$ cat config.mk
export PLATFORM = sky130hd
export DESIGN_NAME = stream_segmenter
export DESIGN_NICKNAME = d
export VERILOG_FILES = /design/src/rtl/seg_pkg.sv /design/src/rtl/seg_phase_fsm.sv /design/src/rtl/seg_boundary.sv /design/src/rtl/seg_hold_buf.sv /design/src/rtl/stream_segmenter.sv
export SDC_FILE = /design/constraint.sdc
export NUM_CORES = 1
export LEC_CHECK = 0
export ABC_CLOCK_PERIOD_IN_PS = 1530
export BUFFER_PORTS_ARGS = -buffer_cell sky130_fd_sc_hd__buf_2
export CORE_MARGIN = 4
export CORE_UTILIZATION = 45
export CTS_BUF_LIST = sky130_fd_sc_hd__clkbuf_4
export DETAILED_ROUTE_END_ITERATION = 8
export PLACE_DENSITY = 0.76
export SLEW_MARGIN = 25
export SYNTH_ARGS = -nofsm -noshare
export SYNTH_HDL_FRONTEND = slang
export SYNTH_SLANG_ARGS = --single-unit
$ cat constraint.sdc
create_clock -name clk -period 1.53 [get_ports clk]
set_input_delay 0.153 -clock clk [delete_from_list [all_inputs] [get_ports clk]]
set_output_delay 0.153 -clock clk [all_outputs]
set_load 0.1 [all_outputs]
$ cat src/rtl/seg_pkg.sv
package seg_pkg;

   typedef enum logic [2:0] {
      PH_IDLE  = 3'd0,
      PH_RUN   = 3'd1,
      PH_CLOSE = 3'd2,
      PH_TERM  = 3'd3,
      PH_DONE  = 3'd4
   } seg_phase_e;

   // One cycle's worth of boundary decisions.
   typedef struct packed {
      logic in_ready;
      logic emit;
      logic last;
      logic load;
      logic empty;
      logic open;
      logic apply;
      logic eos;
   } seg_step_t;

endpackage

$ cat src/rtl/seg_phase_fsm.sv
module seg_phase_fsm
   import seg_pkg::*;
(
   input  logic       clk,
   input  logic       rst_n,
   input  logic       enable,
   input  logic       flush,
   input  logic       hold_valid,
   input  logic       out_ready,
   output seg_phase_e phase,
   output logic       start_pulse,
   output logic       term_pulse,
   output logic       close_emit,
   output logic       close_done
);

   seg_phase_e phase_nx;

   always_comb begin
      phase_nx    = phase;
      start_pulse = 1'b0;
      term_pulse  = 1'b0;
      close_emit  = 1'b0;
      close_done  = 1'b0;
      unique case (phase)
         PH_IDLE: begin
            if (enable) begin
               start_pulse = 1'b1;
               phase_nx    = PH_RUN;
            end
         end
         PH_RUN: begin
            if (flush) phase_nx = PH_CLOSE;
         end
         PH_CLOSE: begin
            if (hold_valid) begin
               close_emit = 1'b1;
               if (out_ready) begin
                  close_done = 1'b1;
                  phase_nx   = PH_TERM;
               end
            end else begin
               phase_nx = PH_TERM;
            end
         end
         PH_TERM: begin
            term_pulse = 1'b1;
            phase_nx   = PH_DONE;
         end
         PH_DONE: phase_nx = PH_DONE;
         default: phase_nx = PH_IDLE;
      endcase
   end

   always_ff @(posedge clk) begin
      if (!rst_n) phase <= PH_IDLE;
      else        phase <= phase_nx;
   end

endmodule

$ cat src/rtl/seg_boundary.sv
module seg_boundary
   import seg_pkg::*;
(
   input  seg_phase_e phase,
   input  logic       flush,
   input  logic       in_valid,
   input  logic       in_ctrl,
   input  logic       hold_valid,
   input  logic       out_ready,
   input  logic       close_emit,
   input  logic       close_done,
   output seg_step_t  step
);

   logic take;

   always_comb begin
      step = '0;
      take = 1'b0;
      if (phase == PH_RUN && !flush) begin
         step.in_ready = !hold_valid || out_ready;
         take          = in_valid && step.in_ready;
         step.emit     = hold_valid && in_valid;
         step.last     = hold_valid && in_valid && !in_ctrl;
         step.load     = take && in_ctrl;
         step.empty    = take && !in_ctrl;
         step.open     = take && in_ctrl && !hold_valid;
         step.apply    = take && in_ctrl;
         step.eos      = take && hold_valid && !in_ctrl;
      end else if (close_emit) begin
         step.emit  = 1'b1;
         step.last  = 1'b1;
         step.eos   = close_done;
         step.empty = close_done;
      end
   end

endmodule

$ cat src/rtl/seg_hold_buf.sv
module seg_hold_buf #(
   parameter int DATA_W      = 8,
   parameter bit CLEAR_EMPTY = 1'b1
) (
   input  logic              clk,
   input  logic              rst_n,
   input  logic              load,
   input  logic              load_first,
   input  logic [DATA_W-1:0] load_data,
   input  logic              clear,
   output logic              valid,
   output logic              first,
   output logic [DATA_W-1:0] data
);

   always_ff @(posedge clk) begin
      if (!rst_n) begin
         valid <= 1'b0;
         first <= 1'b0;
      end else if (load) begin
         valid <= 1'b1;
         first <= load_first;
      end else if (clear) begin
         valid <= 1'b0;
         first <= 1'b0;
      end
   end

   generate
      if (CLEAR_EMPTY) begin : g_clear
         always_ff @(posedge clk) begin
            if (!rst_n)     data <= '0;
            else if (load)  data <= load_data;
            else if (clear) data <= '0;
         end
      end else begin : g_keep
         always_ff @(posedge clk) begin
            if (!rst_n)    data <= '0;
            else if (load) data <= load_data;
         end
      end
   endgenerate

endmodule

$ cat src/rtl/stream_segmenter.sv
module stream_segmenter
   import seg_pkg::*;
#(
   parameter int DATA_W      = 8,
   parameter bit CLEAR_EMPTY = 1'b1
) (
   input  logic              clk,
   input  logic              rst_n,
   input  logic              enable,
   input  logic              flush,
   input  logic              in_valid,
   output logic              in_ready,
   input  logic [DATA_W-1:0] in_data,
   input  logic              in_ctrl,
   output logic              out_valid,
   input  logic              out_ready,
   output logic [DATA_W-1:0] out_data,
   output logic              out_first,
   output logic              out_last,
   output logic              life_start,
   output logic              life_reset,
   output logic              life_apply,
   output logic              life_end,
   output logic              life_term
);

   generate
      if (DATA_W < 1) begin : g_bad_width
         $error("stream_segmenter: DATA_W must be at least 1");
      end
   endgenerate

   seg_phase_e phase;
   seg_step_t  step;
   logic       hold_valid;
   logic       hold_first;
   logic       close_emit;
   logic       close_done;
   logic       start_pulse;
   logic       term_pulse;

   seg_phase_fsm u_phase (
      .clk         (clk),
      .rst_n       (rst_n),
      .enable      (enable),
      .flush       (flush),
      .hold_valid  (hold_valid),
      .out_ready   (out_ready),
      .phase       (phase),
      .start_pulse (start_pulse),
      .term_pulse  (term_pulse),
      .close_emit  (close_emit),
      .close_done  (close_done)
   );

   seg_boundary u_bound (
      .phase      (phase),
      .flush      (flush),
      .in_valid   (in_valid),
      .in_ctrl    (in_ctrl),
      .hold_valid (hold_valid),
      .out_ready  (out_ready),
      .close_emit (close_emit),
      .close_done (close_done),
      .step       (step)
   );

   seg_hold_buf #(
      .DATA_W      (DATA_W),
      .CLEAR_EMPTY (CLEAR_EMPTY)
   ) u_hold (
      .clk        (clk),
      .rst_n      (rst_n),
      .load       (step.load),
      .load_first (step.open),
      .load_data  (in_data),
      .clear      (step.empty),
      .valid      (hold_valid),
      .first      (hold_first),
      .data       (out_data)
   );

   assign in_ready   = step.in_ready;
   assign out_valid  = step.emit;
   assign out_first  = step.emit && hold_first;
   assign out_last   = step.last;
   assign life_start = start_pulse;
   assign life_reset = step.open;
   assign life_apply = step.apply;
   assign life_end   = step.eos;
   assign life_term  = term_pulse;

endmodule

==> results of run 1 <==
## final timing paths
| check | startpoint | endpoint | slack (ns) | cells past startpoint |
|---|---|---|---|---|
| min | in_data[4] | u_hold.data[4]$_SDFFE_PN0P_ | 0.1 | 2 |
| min reg2reg | u_hold.first$_SDFFE_PN0P_ | u_hold.first$_SDFFE_PN0P_ | 0.48 | 2 |
| max | u_phase.phase[1]$_SDFFE_PN0P_ | out_first | -0.10 | 5 |
| max reg2reg | u_phase.phase[1]$_SDFFE_PN0P_ | u_hold.data[0]$_SDFFE_PN0P_ | 0.05 | 4 |
## kinds of logic after synthesis
group,share of synthesized area [%]
AOI/OAI and AO/OA,26.6
buffers and inverters,7.14
DFF,40.2
and+or+nand+nor,26.1
## per-layer routing
metal  track usage, %  vias up  wire (um)
met5                0        -          0
met4             6.25        0         56
met3             4.74        6        140
met2             38.2       36       1150
met1             23.8      339        790
li1                 -      335          -
## cell type report
type | instances | area (um2) | share of cell area, %
timing repair buffer | 48 | 429 | 35.5
sequential | 13 | 268 | 22.1
clock buffer | 4 | 30.0 | 2.48
inverter | 2 | 7.51 | 0.620
multi-input combinational | 42 | 457 | 37.7
tap | 15 | 18.8 | 1.55
## per-stage QoR
stage | total power (uW) | hold WS (ns) | instances | TNS [ns] | area, um2
after floorplan | 548 | 0.280 | 62 | -0.505 | 751
after global placement | 615 | 0.364 | 110 | 0 | 1070
after detailed placement | 621 | 0.370 | 110 | 0 | 1070
after CTS | 860 | 0.0934 | 123 | -0.391 | 1180
after global routing | 906 | 0.0886 | 124 | -0.831 | 1210
final | 866 | 0.0964 | 124 | -0.395 | 1210
## timing repair
action | 4_1_cts | 5_1_grt
pin swaps | 5 | 2
hold buffers | 0 | 0
setup endpoints to repair | 7 | 16
setup buffers | 9 | 1
resized for setup | 7 | 4
cloned | 0 | 0
## state kept, by name, summed over array words and instances (netlist names)
name           flops
u_hold.valid       1
u_phase.phase      3
u_hold.first       1
u_hold.data        8
## report_power, final
part | internal, uW | switching, uW | total (uW) | leakage [uW]
combinational | 122 | 164 | 285 | 0.000425
clock | 118 | 97.6 | 216 | 0.0000184
sequential | 350 | 15.4 | 365 | 0.000107
total | 590 | 277 | 866 | 0.000550
## placed cells by master, fill, tap and decap left out, drive strengths merged
cell,Yosys,final
buf,4,48
nor2b,3,3
nand3,2,2
nor4b,3,3
a211oi,2,2
nor3,1,1
a21oi,3,3
nand3b,2,2
and2,1,1
a31oi,1,1
and4,1,1
and3,1,1
inv,2,2
clkbuf,1,4
a32o,8,8
dfxtp,13,13
nor2,3,3
o21a,1,1
a211o,1,1
nand2,2,2
o21ai,2,2
nand2b,2,2
o2111a,1,1
nand4bb,1,1
o32ai,1,1
## cell usage after synthesis (all sizes together), types with 3 or more instances
library cell / instances / area [um2]
nor2: 3 / 11.3
buf: 4 / 35.0
a21oi: 3 / 15.0
dfxtp: 13 / 260
nor4b: 3 / 56.3
a32o: 8 / 90.1
nor2b: 3 / 18.8
## worst max-delay path, delay by kind of cell, from the launching register on
kind,cells,cell delay (ns)
flip-flops,1,0.37
AO/OA/AOI/OAI,1,0.13
buffers and inverters,2,0.32
AND/OR/NAND/NOR,2,0.39
==> out/metrics.yaml, run 1 <==
maxSlewViolCount: 0
die_h_um: 46.0
ir_worst_vdd_mv: 0.506
worstPathCellList: "nand4bb_4 > buf_6 > a21oi_4 > and2_4 > buf_12"
portBuffers: 31
ys_seq_elements: 13
avgViaCountPerCell: 5.77
outcome: "finished with violations"
start_util_pct: 48.6
hold_path_class: "primary input to register"
cp-end-kind: "output port"
pre_cts_ws_ns: 0.0380
grt_pass1_wl_mm: 3.24
cp_slowest_stage_delay_ns: 0.37
first_pass_iters: 4
core-area_um2: 1330
n_antenna_cell: 0
rows: 13
syn_area_um2: 648
io-pin-count: 32
nets: 125
finalWirelength_mm: 2.13
ant_nets: 0
cp_max_fo: 5
gp_congestion: 0.826
grt_max_degree: 13
crit_type: "register to output port"
relSlewSlack_pct: 67.6
fillCellCount: 49
clkTransAtPathRegs_ns: 0.07
syn_inst: 62
synth_seq_area_share_pct: 40.2
antenna_found_initial: 0
setup_viol: 7
drc: 0
drive_gt1_share_pct: 72.5
syn_avg_cell_area_um2: 10.5
wl_per_cell_um: 17.2
maxCapViolCount: 0
htree_levels: 1
violations: "negative setup slack"
synth_cell_types: 28
fin_skew_ns: 0.00196
slowest_stage: "dfxtp_4"
pwr_density_cell_nw_per_um2: 716
cts_made_buffers: 3
cp.arrival_ns: 1.48
grt.overflow.total: 0
die_area_um2: 2110
synth_fp_nets: 77
synth_edf_count: 0
area_delta_synth_final_pct: 86.7
max_freq_ghz: 0.613
clk_root_buffer_cell: "clkbuf_4"
setup_ws_ns: -0.100
drtIter0Drc: 10
dp_hpwl_mm: 1.44
cts_sinks: 13
cts_tree: "done"
postLayoutCoreUtil_pct: 90.7
cts_max_path_buffers: 2
leakage_uw: 0.000550
rsz0062_at_grt: "yes"
required_ns: 1.38
min_period_ns: 1.63
yosysWarnings: 0
hold_viol: 0
grt_usage_pct: 21.0
grt_pass1_vias: 746
cp-start-kind: "register"
post-route-period-util_pct: 107
clock_latency_ns: 0.26
worstMarginPinSlew_ns: 0.490
synthArstFlopShare_pct: 0
vias: 716
synth_flop_cell: "dfxtp_1"
die_w_um: 46.0
Power figures use the tool's default switching activity.
==> run 2: changes to the inputs <==
--- a/config.mk
+++ b/config.mk
@@ -5,13 +5,14 @@
 export SDC_FILE = /design/constraint.sdc
 export NUM_CORES = 1
 export LEC_CHECK = 0
+export ABC_AREA = 1
 export ABC_CLOCK_PERIOD_IN_PS = 1530
 export BUFFER_PORTS_ARGS = -buffer_cell sky130_fd_sc_hd__buf_2
 export CORE_MARGIN = 4
 export CORE_UTILIZATION = 45
 export CTS_BUF_LIST = sky130_fd_sc_hd__clkbuf_4
 export DETAILED_ROUTE_END_ITERATION = 8
-export PLACE_DENSITY = 0.76
+export PLACE_DENSITY = 0.75
 export SLEW_MARGIN = 25
 export SYNTH_ARGS = -nofsm -noshare
 export SYNTH_HDL_FRONTEND = slang
==> run 2 against run 1 <==
  * The flow still finishes with violations (negative setup slack)
  * Critical path depth up 2
  * Fmax increased by 4.1%
  * Count of clock-buffer cells in the layout unchanged
  * Sequential cell count unchanged
  * Via count rose by 15%
  * Global-route usage fell by 1.5 points
  * Cell count increased by 22%
  * Worst setup slack better by 0.064 ns
  * Register-to-register slack improved by 0.15 ns
  * Synthesized area rose by 5.8%
  * Utilization down 1.3 points
  * Largest cell class unchanged
  * Largest power group is now combinational logic
==> out/metrics.yaml, run 2 <==
multi_input_area_um2: 454  # -0.55%
ys_seq_elements: 13  # unchanged
reg2reg_slack_ns: 0.20  # +0.15 ns
grt_pass1_vias: 756  # +1.3%
power_switching_uw: 445  # +61%
path_depth: 7  # +2
rows: 13  # unchanged
syn_area_um2: 686  # +5.8%
maxCapViolCount: 0  # unchanged
finalSetupTns_ns: -0.0730  # +0.322 ns
p_clk_share_pct: 20.9  # -4.0 points
vias: 821  # +15%
switching_share_pct: 40.7  # +8.8 points
die_area_um2: 2210  # +4.8%
worst_hold_startpoint: "in_data[4]"
worstHoldPathCells: 3  # +1
final_common_cell: "buf_2"
gp_congestion: 0.871  # +5.5%
synth_cell_types: 20  # -29%
yosys.cell_count.top_type: "nand2_1"
avgViaCountPerCell: 5.44  # -5.8%
finalNonFillerCells: 151  # +22%
outcome: "finished with violations"
required_ns: 1.38  # about the same
area_delta_synth_final_pct: 78.1
relSlewSlack_pct: 64.8  # -2.8 points
maxSlewViolCount: 0  # unchanged
slowest_stage: "dfxtp_4"
layout_common_cells: "buf_2 (22), nand2_1 (13), nand3_1 (12), buf_4 (12)"
n_antenna_cell: 0  # unchanged
clock_latency_ns: 0.28  # +0.02 ns
cts_sinks: 13  # unchanged
clk_root_buffer_cell: "clkbuf_4"
max_freq_ghz: 0.638  # +4.1%
fin_skew_ns: 0.00586  # +0.00390 ns
io-pin-count: 32  # unchanged
synthArstFlopShare_pct: 0  # unchanged
syn_inst: 92  # +48%
synth_edf_count: 0  # unchanged
cts_max_path_buffers: 2  # unchanged
worstMarginPinSlew_ns: 0.527  # +0.0376 ns
hold_path_class: "primary input to register"
crit_type: "register to output port"
crit_top_cell: "inv_4"
placed_area_um2: 1070  # +0.12%
die_h_um: 47.0  # +2.4%
whs_ns: 0.123  # +0.0266 ns
synth_flop_cell: "dfxtp_1"
post-route-period-util_pct: 102  # -4.2 points
finalWirelength_mm: 2.12  # -0.52%
htree_levels: 1  # unchanged
grt_max_degree: 13  # unchanged
fillCellCount: 67  # +37%
drive_gt1_share_pct: 61.0  # -11 points
cp_top_family: "flip-flops"
timing.rr.end: "u_hold.data[2]$_SDFFE_PN0P_"
wl_per_cell_um: 14.1  # -18%
leakage_uw: 0.000532  # -3.3%
cts_made_buffers: 3  # unchanged
ff_latch_area_um2: 273  # +1.9%
cts_tree: "done"
synth_fp_nets: 107  # +39%
yosys.area.top_type: "dfxtp_1"
drc: 0  # unchanged
ir_worst_vdd_mv: 0.822  # +62%
min_period_ns: 1.57  # -0.0637 ns
portBuffers: 31  # unchanged
first_pass_iters: 4  # unchanged
drtIter0Drc: 31  # +21
antenna_found_initial: 0  # unchanged
clkTransAtPathRegs_ns: 0.08  # about the same
die_w_um: 47.0  # +2.4%
path_buf_inv: 3  # +1
postLayoutCoreUtil_pct: 89.4  # -1.3 points
ff2ff_path_depth: 6  # +2
dp_hpwl_mm: 1.37  # -4.7%
cp_max_fo: 3  # -2
intPower_uw: 649  # +10%
cp-start-kind: "register"
syn_avg_cell_area_um2: 7.45  # -29%
synth_area_leaders: "dfxtp_1 (38%), a21oi_2 (11%), nand3_1 (10%)"
synthTopCellsByCount: "nand2_1 (16), nand3_1 (14), dfxtp_1 (13)"
setup_ws_ns: -0.0368  # +0.0637 ns
hold_viol: 0  # unchanged
pwr-share-seq_pct: 36.1  # -6.1 points
worstPathCellList: "inv_4 > nor2_4 > nand2_4 > inv_4 > nand3_4 > a21boi_4 > buf_12"
yosysWarnings: 0  # unchanged
grt_usage_pct: 19.5  # -1.5 points
violations: "negative setup slack"
pwr_density_cell_nw_per_um2: 896  # +25%
start_util_pct: 50.2  # +1.6 points
reg2reg_from: "u_phase.phase[2]$_SDFFE_PN0P_"
synth_top_area_share_pct: 38.0  # -2.2 points
ant_nets: 0  # unchanged
cp_slowest_stage_delay_ns: 0.38  # about the same
regMostFlops: "u_hold.data"
final_area_um2: 1220  # +0.93%
hold_end: "u_hold.data[4]$_SDFFE_PN0P_"
pwr-share-comb_pct: 43.0  # +10 points
cp-end-kind: "output port"
top_regs: "u_hold.data: 8 flops, u_phase.phase: 3 flops"
cp.arrival_ns: 1.41  # -0.07 ns
largest_reg_flops: 8  # unchanged
dp_cells: 137  # +25%
grt.overflow.total: 0  # unchanged
core-area_um2: 1370  # +2.4%
setup_viol: 3  # -4
rsz0062_at_grt: "yes"
nets: 152  # +22%
grt_pass1_wl_mm: 3.12  # -3.6%
synth_seq_area_share_pct: 38.0  # -2.2 points
==> run 2: worst max-delay path by stage <==
stage	from	endpoint	slack (ns)
6_report	u_phase.phase[0]$_SDFFE_PN0P_	out_first	-0.04
5_1_grt	u_phase.phase[0]$_SDFFE_PN0P_	out_first	-0.11
4_1_cts	u_phase.phase[2]$_SDFFE_PN0P_	out_first	-0.02
3_5_place_dp	u_phase.phase[0]$_SDFFE_PN0P_	out_first	0.11
3_3_place_gp	u_phase.phase[1]$_SDFFE_PN0P_	out_first	0.11
2_1_floorplan	u_phase.phase[0]$_SDFFE_PN0P_	life_start	-0.05
==> run 2: final cells by class <==
class / count / share of cell area, %
repair buffers: 44 / 32.1
flip-flops and latches: 13 / 22.3
clock buffers: 4 / 2.46
multi-input cells: 63 / 37.2
well taps: 15 / 1.54
inverters: 12 / 4.41
==> run 2: cells by family after synthesis <==
| family | count (synthesis) | synth area share, % |
|---|---|---|
| and+or+nand+nor | 45 | 33.0 |
| DFF | 13 | 38.0 |
| AOI/OAI and AO/OA | 18 | 18.8 |
| buffers and inverters | 16 | 10.2 |
==> run 2: layer usage <==
metal  track usage (%)  vias up  wire length (um)
li1                  -      390                 -
met1              23.3      377               855
met2              32.8       48              1050
met3              4.60        6               163
met4              8.84        0                54
met5                 0        -                 0
==> run 2: power by group through the flow <==
stage                     Combinational (uW)  Clock [uW]  Sequential [uW]
after floorplan                          245           0              434
after detailed placement                 399           0              400
after CTS                                439         228              391
final                                    471         229              395
after global routing                     494         247              397
after global placement                   396           0              399
==> run 2: worst register-to-register path, stage by stage (launching register included) <==
cell,delay (ns)
dfxtp_2,0.37
nor2_4,0.13
nand4_1,0.18
buf_4,0.20
buf_4,0.15
nand3_1,0.11
a21oi_2,0.06
==> run 2: timing repair <==
| item | 4_1_cts | 5_1_grt |
|---|---|---|
| hold buffers | 0 | 0 |
| buffers inserted | 5 | 5 |
| pin swaps | 3 | 1 |
| resized for setup | 13 | 4 |
| setup endpoints to repair | 6 | 6 |
==> run 2: stage by stage <==
stage | setup slack (ns) | power (uW)
2_1_floorplan | -0.0503 | 678
3_3_place_gp | 0.111 | 795
3_5_place_dp | 0.109 | 799
4_1_cts | -0.0204 | 1060
5_1_grt | -0.113 | 1140
6_report | -0.0368 | 1090
==> run 3: changes to the inputs <==
--- a/config.mk
+++ b/config.mk
@@ -13,6 +13,7 @@
 export CTS_BUF_LIST = sky130_fd_sc_hd__clkbuf_4
 export DETAILED_ROUTE_END_ITERATION = 8
 export PLACE_DENSITY = 0.75
+export SKIP_LAST_GASP = 1
 export SLEW_MARGIN = 25
 export SYNTH_ARGS = -nofsm -noshare
 export SYNTH_HDL_FRONTEND = slang
==> run 3 against run 2 <==
  * Hold slack about the same
  * Critical endpoint unchanged
  * Highest routed layer unchanged
  * The run still ends with negative setup slack left
  * Non-clock buffer count decreased by 1
  * Sequential cell count unchanged
  * Sequential power decreased by 1%
==> out/metrics.yaml, run 3 (synthesis gave the netlist of run 2 again) <==
path_depth: 7  # unchanged
max_freq_ghz: 0.637  # -0.14%
final_common_cell: "buf_2"
clock_latency_ns: 0.27  # about the same
core-area_um2: 1370  # unchanged
clkTransAtPathRegs_ns: 0.08  # about the same
grt.overflow.total: 0  # unchanged
ant_nets: 0  # unchanged
dp_hpwl_mm: 1.37  # unchanged
hold_buffers: 0  # unchanged
ir_worst_vdd_mv: 0.792  # -3.7%
top_regs: "u_hold.data: 8 flops, u_phase.phase: 3 flops"
n_antenna_cell: 0  # unchanged
cp.arrival_ns: 1.42  # about the same
clk_root_buffer_cell: "clkbuf_4"
cts_made_buffers: 3  # unchanged
drc: 0  # unchanged
finalWirelength_mm: 1.98  # -6.5%
die_w_um: 47.0  # unchanged
finalNonFillerCells: 150  # -0.66%
area_delta_synth_final_pct: 75.5
pwr_density_cell_nw_per_um2: 886  # -1.2%
die_h_um: 47.0  # unchanged
hold_path_class: "primary input to register"
portBuffers: 31  # unchanged
cp_slowest_stage_delay_ns: 0.37  # about the same
placed_area_um2: 1070  # unchanged
fin_skew_ns: 0.00640  # +0.000535 ns
rsz0062_at_grt: "yes"
worstMarginPinSlew_ns: 0.533  # +0.00597 ns
ff2ff_path_depth: 6  # unchanged
vias: 770  # -6.2%
leakage_uw: 0.000525  # -1.2%
drive_gt1_share_pct: 60.7  # -0.29 points
final_area_um2: 1200  # -1.4%
gp_congestion: 0.871  # unchanged
min_period_ns: 1.57  # +0.00221 ns
reg2reg_from: "u_phase.phase[2]$_SDFFE_PN0P_"
nets: 151  # -0.66%
first_pass_iters: 4  # unchanged
cp-start-kind: "register"
pre_cts_ws_ns: 0.109  # unchanged
die_area_um2: 2210  # unchanged
grt_pass1_wl_mm: 3.06  # -1.8%
worstPathCellList: "inv_2 > nor2_4 > nand2_4 > inv_2 > nand3_4 > a21boi_4 > buf_12"
cp_max_fo: 3  # unchanged
maxSlewViolCount: 0  # unchanged
regMostFlops: "u_hold.data"
crit_type: "register to output port"
hold_viol: 0  # unchanged
worstSetupEndpoint: "out_first"
io-pin-count: 32  # unchanged
avgViaCountPerCell: 5.13  # -5.6%
drtIter0Drc: 19  # -39%
grt_usage_pct: 19.1  # -0.39 points
timing.rr.end: "u_hold.data[2]$_SDFFE_PN0P_"
required_ns: 1.38  # about the same
grt_pass1_vias: 747  # -1.2%
start_util_pct: 50.2  # unchanged
grt_max_degree: 13  # unchanged
maxCapViolCount: 0  # unchanged
reg2reg_slack_ns: 0.18  # -0.02 ns
antenna_found_initial: 0  # unchanged
crit_start: "u_phase.phase[0]$_SDFFE_PN0P_"
largest_reg_flops: 8  # unchanged
htree_levels: 1  # unchanged
dp_cells: 137  # unchanged
cts_tree: "done"
path_buf_inv: 3  # unchanged
setup_ws_ns: -0.0390  # -0.00221 ns
violations: "negative setup slack"
setup_viol: 3  # unchanged
rows: 13  # unchanged
cts_sinks: 13  # unchanged
slowest_stage: "dfxtp_4"
wl_per_cell_um: 13.2  # -5.9%
crit_top_cell: "inv_2"
cp_top_family: "flip-flops"
cts_max_path_buffers: 2  # unchanged
relSlewSlack_pct: 64.4  # -0.40 points
layout_common_cells: "buf_2 (22), nand2_1 (13), nand3_1 (12)"
outcome: "finished with violations"
post-route-period-util_pct: 103  # +0.14 points
cp-end-kind: "output port"
-- run 3: cell types whose count changed in the layout (fill, tap and decap cells not counted) --
cell	change
inv_4	-2
buf_4	-1
nor2_4	-1
nor2_2	+1
inv_2	+2
-- run 3: worst min-delay path, delay by kind of cell --
kind	cells	cell delay (ns)
and+or+nand+nor	1	0.06
AOI/OAI and AO/OA	1	0.04
buffers and inverters	1	0.10
-- run 3: cell type report --
class	instances	area (um2)
tap	15	18.8
multi-input combinational	63	449
sequential	13	273
fill	69	163
clock buffer	4	30.0
timing repair buffer	43	384
inverter	12	48.8
-- run 3: layer usage --
metal | global-route usage, % | part of all wire (%)
met2 | 32.5 | 47
met1 | 23.3 | 46
met3 | 3.45 | 5.4
met5 | 0 | 0
met4 | 8.29 | 1.8
-- run 3: what timing repair did --
| item | CTS | global route |
|---|---|---|
| pin swaps | 3 | 1 |
| endpoints found under the setup margin | 6 | 6 |
| gates resized for setup | 11 | 3 |
| setup buffers | 5 | 4 |
-- run 3: how the worst min path moves through the flow --
stage | startpoint | slack [ns] | to | cells past startpoint
2_1_floorplan | rst_n | 0.28 | u_phase.phase[0]$_SDFFE_PN0P_ | 2
3_3_place_gp | in_data[4] | 0.41 | u_hold.data[4]$_SDFFE_PN0P_ | 3
3_5_place_dp | in_data[5] | 0.42 | u_hold.data[5]$_SDFFE_PN0P_ | 3
4_1_cts | in_data[5] | 0.12 | u_hold.data[5]$_SDFFE_PN0P_ | 3
5_1_grt | in_data[5] | 0.13 | u_hold.data[5]$_SDFFE_PN0P_ | 3
6_report | in_data[4] | 0.12 | u_hold.data[4]$_SDFFE_PN0P_ | 3
-- run 3: metrics by stage --
step / setup TNS (ns) / util (%) / power [uW] / hold WS (ns)
after floorplan: -0.101 / - / 678 / 0.284
after global placement: 0 / 78.4 / 795 / 0.412
after detailed placement: 0 / 78.4 / 799 / 0.416
after CTS: -0.0414 / 85.1 / 1050 / 0.124
after global routing: -0.299 / 88.1 / 1110 / 0.128
final: -0.0710 / 88.1 / 1070 / 0.123
-- run 3: power by group --
part / switching, uW / leakage [uW] / internal (uW) / total, uW
combinational: 293 / 0.000399 / 156 / 449
clock: 109 / 0.0000184 / 119 / 227
sequential: 27.6 / 0.000108 / 363 / 390
